`src/rtl/gpio_fixdir_pkg.sv`:
```
// Package: shared constants and offsets for the fixed-direction GPIO block.
package gpio_fixdir_pkg;
    localparam int ADDR_W   = 3;
    localparam int DATA_W   = 8;
    localparam int N_OUT    = 4;
    localparam int N_IN     = 4;
    localparam int SEL_W    = 2;
    localparam logic [ADDR_W-1:0] OFF_DIR  = 3'd0;
    localparam logic [ADDR_W-1:0] OFF_DATA = 3'd1;
    localparam logic [ADDR_W-1:0] OFF_ESEL = 3'd3;
    localparam logic [ADDR_W-1:0] OFF_PEND = 3'd4;
    localparam logic [DATA_W-1:0] DIR_INIT = 8'h0F;
endpackage

```
`src/rtl/gpio_in_sync.sv`:
```
// Module: two-flop synchroniser plus a one-cycle history register.
// Assumes: inputs are asynchronous; outputs the current and previous synced levels.
module gpio_in_sync #(
    parameter int WIDTH = 4
) (
    input  logic             clk,
    input  logic             rst_n,
    input  logic [WIDTH-1:0] raw_in,
    output logic [WIDTH-1:0] sync_now,
    output logic [WIDTH-1:0] sync_prev
);
    logic [WIDTH-1:0] meta_q;

    // Purpose: move asynchronous levels into the clock domain and keep a one-cycle history.
    always_ff @(posedge clk) begin
        if (!rst_n) begin
            meta_q    <= '0;
            sync_now  <= '0;
            sync_prev <= '0;
        end else begin
            meta_q    <= raw_in;
            sync_now  <= meta_q;
            sync_prev <= sync_now;
        end
    end
endmodule

```
`src/rtl/gpio_edge_detect.sv`:
```
// Module: per-input edge qualification against a 2-bit select field.
// Assumes: field bit 0 arms falling, bit 1 arms rising; 00 disables the input.
module gpio_edge_detect #(
    parameter int N_IN  = 4,
    parameter int SEL_W = 2
) (
    input  logic [N_IN-1:0]       cur,
    input  logic [N_IN-1:0]       prev,
    input  logic [N_IN*SEL_W-1:0] esel,
    output logic [N_IN-1:0]       hit
);
    // Purpose: build one qualifier per input.
    for (genvar k = 0; k < N_IN; k++) begin : g_edge
        logic rise, fall;
        // Purpose: find the edge direction and gate it with the field bits.
        always_comb begin
            rise   = cur[k] & ~prev[k];
            fall   = ~cur[k] & prev[k];
            hit[k] = (rise & esel[SEL_W*k+1]) | (fall & esel[SEL_W*k]);
        end
    end
endmodule

```
`src/rtl/gpio_pend_reg.sv`:
```
// Module: sticky pending bits, cleared by writing ones; a new edge beats a clear.
// Assumes: clr_mask is valid only in the cycle of the write.
module gpio_pend_reg #(
    parameter int N_IN = 4
) (
    input  logic            clk,
    input  logic            rst_n,
    input  logic [N_IN-1:0] set_mask,
    input  logic [N_IN-1:0] clr_mask,
    output logic [N_IN-1:0] pend,
    output logic            any_pend
);
    // Purpose: hold pending edges with set priority over clear.
    always_ff @(posedge clk) begin
        if (!rst_n) pend <= '0;
        else        pend <= (pend & ~clr_mask) | set_mask;
    end

    // Purpose: merge the pending bits into one level interrupt.
    always_comb any_pend = |pend;
endmodule

```
`src/rtl/gpio_fixdir_top.sv`:
```
// Module: eight-pin GPIO controller; low half fixed outputs, high half fixed
// inputs with edge interrupts. Assumes a single-cycle register bus with
// combinational read data and writes taking effect at the clock edge.
module gpio_fixdir_top
    import gpio_fixdir_pkg::*;
(
    input  logic              clk,
    input  logic              rst_n,
    input  logic [ADDR_W-1:0] bus_addr,
    input  logic              bus_wr,
    input  logic [DATA_W-1:0] bus_wdata,
    output logic [DATA_W-1:0] bus_rdata,
    input  logic [N_IN-1:0]   pin_in,
    output logic [N_OUT-1:0]  pin_out,
    output logic              irq
);
    localparam int ESEL_W = N_IN * SEL_W;

    logic [DATA_W-1:0] dir_q;
    logic [N_OUT-1:0]  out_q;
    logic [ESEL_W-1:0] esel_q;
    logic [N_IN-1:0]   in_now, in_prev, edge_hit, pend_q, pend_clr;
    logic              wr_dir, wr_data, wr_esel, wr_pend;

    // Purpose: decode the write strobes.
    always_comb begin
        wr_dir  = bus_wr && (bus_addr == OFF_DIR);
        wr_data = bus_wr && (bus_addr == OFF_DATA);
        wr_esel = bus_wr && (bus_addr == OFF_ESEL);
        wr_pend = bus_wr && (bus_addr == OFF_PEND);
    end

    // Purpose: hold the direction register, the output latch and the edge-select register.
    always_ff @(posedge clk) begin
        if (!rst_n) begin
            dir_q  <= DIR_INIT;
            out_q  <= '0;
            esel_q <= '0;
        end else begin
            if (wr_dir)  dir_q  <= bus_wdata;
            if (wr_data) out_q  <= bus_wdata[N_OUT-1:0];
            if (wr_esel) esel_q <= bus_wdata[ESEL_W-1:0];
        end
    end

    gpio_in_sync #(.WIDTH(N_IN)) u_sync (
        .clk(clk), .rst_n(rst_n), .raw_in(pin_in),
        .sync_now(in_now), .sync_prev(in_prev)
    );

    gpio_edge_detect #(.N_IN(N_IN), .SEL_W(SEL_W)) u_edge (
        .cur(in_now), .prev(in_prev), .esel(esel_q), .hit(edge_hit)
    );

    // Purpose: form the clear mask from a write-one-to-clear access.
    always_comb pend_clr = wr_pend ? bus_wdata[N_IN-1:0] : '0;

    gpio_pend_reg #(.N_IN(N_IN)) u_pend (
        .clk(clk), .rst_n(rst_n), .set_mask(edge_hit), .clr_mask(pend_clr),
        .pend(pend_q), .any_pend(irq)
    );

    // Purpose: select the read data by offset; unused offsets read zero.
    always_comb begin
        bus_rdata = '0;
        unique case (bus_addr)
            OFF_DIR:  bus_rdata = dir_q;
            OFF_DATA: bus_rdata = {in_now, out_q};
            OFF_ESEL: bus_rdata = esel_q;
            OFF_PEND: bus_rdata = {{(DATA_W-N_IN){1'b0}}, pend_q};
            default:  bus_rdata = '0;
        endcase
    end

    // Purpose: drive the output pins from the latch alone; direction is fixed.
    always_comb pin_out = out_q;
endmodule

```
`config.mk`:
```
export PLATFORM = sky130hd
export DESIGN_NAME = gpio_fixdir_top
export DESIGN_NICKNAME = d
export VERILOG_FILES = /design/src/rtl/gpio_fixdir_pkg.sv /design/src/rtl/gpio_in_sync.sv /design/src/rtl/gpio_edge_detect.sv /design/src/rtl/gpio_pend_reg.sv /design/src/rtl/gpio_fixdir_top.sv
export SDC_FILE = /design/constraint.sdc
export NUM_CORES = 1
export LEC_CHECK = 0
export BUFFER_PORTS_ARGS = -buffer_cell sky130_fd_sc_hd__buf_2
export CORE_ASPECT_RATIO = 0.8
export CORE_MARGIN = 2
export CORE_UTILIZATION = 57
export CTS_CLUSTER_SIZE = 24
export DETAILED_ROUTE_END_ITERATION = 10
export PLACE_DENSITY_LB_ADDON = 0.15
export SLEW_MARGIN = 5
export SYNTH_ARGS = -nofsm -noshare
export SYNTH_HDL_FRONTEND = slang
export SYNTH_SLANG_ARGS = --single-unit
```
`constraint.sdc`:
```
create_clock -name clk -period 2.6 [get_ports clk]
set_clock_uncertainty 0.2 [all_clocks]
set_input_delay 0.26 -clock clk [delete_from_list [all_inputs] [get_ports clk]]
set_output_delay 0.26 -clock clk [all_outputs]
set_load 0.1 [all_outputs]
```
==> reports/qor.csv <==
metric,value,unit
outcome,completed,
die_area,3106,µm²
ys_warn_count,0,
pwr-share-seq,58.5,%
ios,31,
holdCritPathClass,input pin to register,
numCtsBuffers,5,
fin_ws,0.6251,ns
vias,1362,
drt-vias-per-instance,5.582,
clkPwrFrac,26.4,%
grt_max_degree,45,
post-route-min-period,1.975,ns
post_cts_resize_count,0,
initial_core_util,60.90,%
die_y,50.25,µm
relSlewSlack,55.42,%
clock_sinks,36,
power,0.0009829,W
timing_hold_violations_final,0,
finalSetupTns,0,ns
grt_first_pass_wirelength,6.058,mm
htreeDepth,2,
drive_above_1_share,21.63,%
fin_crit_sh,75.96,%
layoutNonFillerInstCount,244,
final_common_cell,dfxtp_1,
final_cell_mix,"dfxtp_1 (36), nand2_1 (32), buf_2 (30)",
syn_inst,172,
intPower,0.0007084,W
dp_cells,227,
first_pass_iters,4,
root_buffer,clkbuf_4,
coreArea,2502,µm²
clock.fmax,506.3,MHz
clk_pin_slew,0.10,ns
max-clock-path-buffers,2,
p_leak,0.7779,nW
met3_usage,6.186,%
dpl.hpwl,2.423,mm
dp_slack,0.6471,ns
cp-start-kind,register,
rsz0062_at_grt,false,
clk_latency,0.34,ns
setup_viol,0,
p_switching,0.0002745,W
ys_types,25,
grt_use_total,26.75,%
fillers,202,
ys_seq_elements,36,
grt_use_met2,41.40,%
drt-initial-drc-count,85,
placementRows,16,
top_usage_layer,met2,
worst_pin_slew,0.6687,ns
arrival,1.51,ns
synth.avg_cell_area,8.860,µm²
cp.required,2.14,ns
die_x,61.81,µm
use_met1,36.55,%
switching_share,27.93,%
first_global_vias,1286,
critPathKind,register to output port,
multiInputGateArea,769.5,µm²
peakVddDrop,0.0003107,V
wl_per_cell,14.63,µm
netlist_area,1524,µm²
pwr-share-comb,15.0,%
drv_cap,0,
syn_nets,190,
antenna_found_initial,0,
cp-end-kind,output port,
drv_slew,0,
antennaDiodeCount,0,
routed_wirelength,3.569,mm
fin_nets,228,
syn_to_final_growth,20.94,%
cts_tree,yes,
io_buffers,30,
holdWs,0.1882,ns
route.detailed.drc,0,
ant_nets,0,
grt_overflow,0,
crit_path_max_fanout,3,
seq_area_frac_synth,47.29,%
power_density,533.3,nW/µm²
register_area,720.7,µm²
gp_congestion,0.8646,
[repair_timing]
action,CTS,global route
hold buffers,12,0
buffers inserted,0,0
endpoints found under the hold margin,17,0
[power by group through the flow]
stage	clock [W]	sequential [W]	combinational, W
floorplan	0	0.000595	0.0000908
global placement	0	0.000587	0.000129
detailed placement	0	0.000588	0.000133
CTS	0.000263	0.000575	0.000147
global route	0.000284	0.000578	0.000159
finish	0.000260	0.000575	0.000148
[stage by stage]
step	cell area (µm²)	utilization, %
final	1843	73.65
after global routing	1843	73.65
after CTS	1843	73.65
after detailed placement	1685	67.35
after global placement	1685	67.35
after floorplan	1539	-
[flip-flops by register name, summed over array words and instances, names as in the netlist]
name	cells
u_sync.meta_q	4
u_sync.sync_prev	4
esel_q	8
u_sync.sync_now	4
dir_q	8
u_pend.pend	4
pin_out	4
[layer usage]
metal / part of all wire (%) / wire (µm)
met4: 1.6 / 58
met2: 48 / 1725
met3: 5.2 / 184
met1: 45 / 1600
met5: 0 / 0
[cell usage after synthesis (all sizes together)]
| cell type | n | area, µm² |
|---|---|---|
| dfxtp | 36 | 720.7 |
| nand2 | 32 | 120.1 |
| o21ai | 20 | 100.1 |
| nand3 | 16 | 80.08 |
| and2 | 12 | 75.07 |
| a21boi | 8 | 60.06 |
| clkbuf | 7 | 26.28 |
| nor2 | 5 | 18.77 |
| a22oi | 4 | 30.03 |
| a2bb2oi | 4 | 35.03 |
| buf | 4 | 22.52 |
| mux2 | 4 | 45.04 |
| mux2i | 4 | 40.04 |
| nand3b | 4 | 30.03 |
| o21a | 4 | 30.03 |
| and2b | 1 | 7.510 |
| and3b | 1 | 8.760 |
| and4bb | 1 | 12.51 |
| nand4b | 1 | 8.760 |
| nand4bb | 1 | 11.26 |
| nor4b | 1 | 23.77 |
| or4 | 1 | 7.510 |
| or4b | 1 | 10.01 |
[critical path, cell delays in order, from the launching register on]
cell	delay (ns)
dfxtp_1	0.34
or4_1	0.52
buf_2	0.31
[final timing paths]
| check | slack [ns] | endpoint | start | cells after the start |
|---|---|---|---|---|
| max | 0.63 | irq | u_pend.pend[0] | 2 |
| min | 0.19 | dir_q[6] | bus_wr | 4 |
| max reg2reg | 1.52 | u_pend.pend[3] | u_sync.sync_now[3] | 3 |
| min reg2reg | 0.24 | u_sync.sync_now[2] | u_sync.meta_q[2] | 1 |
[cell type report]
type                            count  area share [%]
Clock buffer                        5           2.037
Multi-Input combinational cell    125           41.75
Sequential cell                    36           39.10
Tap cell                           36           2.444
Timing Repair Buffer               42           14.66
[kinds of logic (layout without fill, tap and decap cells)]
logic type / count (synthesis) / count (layout) / share of synthesized area (%)
multiplexers: 8 / 8 / 5.583
AND/OR/NAND/NOR: 77 / 77 / 27.18
AO/OA/AOI/OAI: 40 / 40 / 16.75
flip-flops: 36 / 36 / 47.29
buffers and inverters: 11 / 47 / 3.202
(Power assumes the default switching activity.)
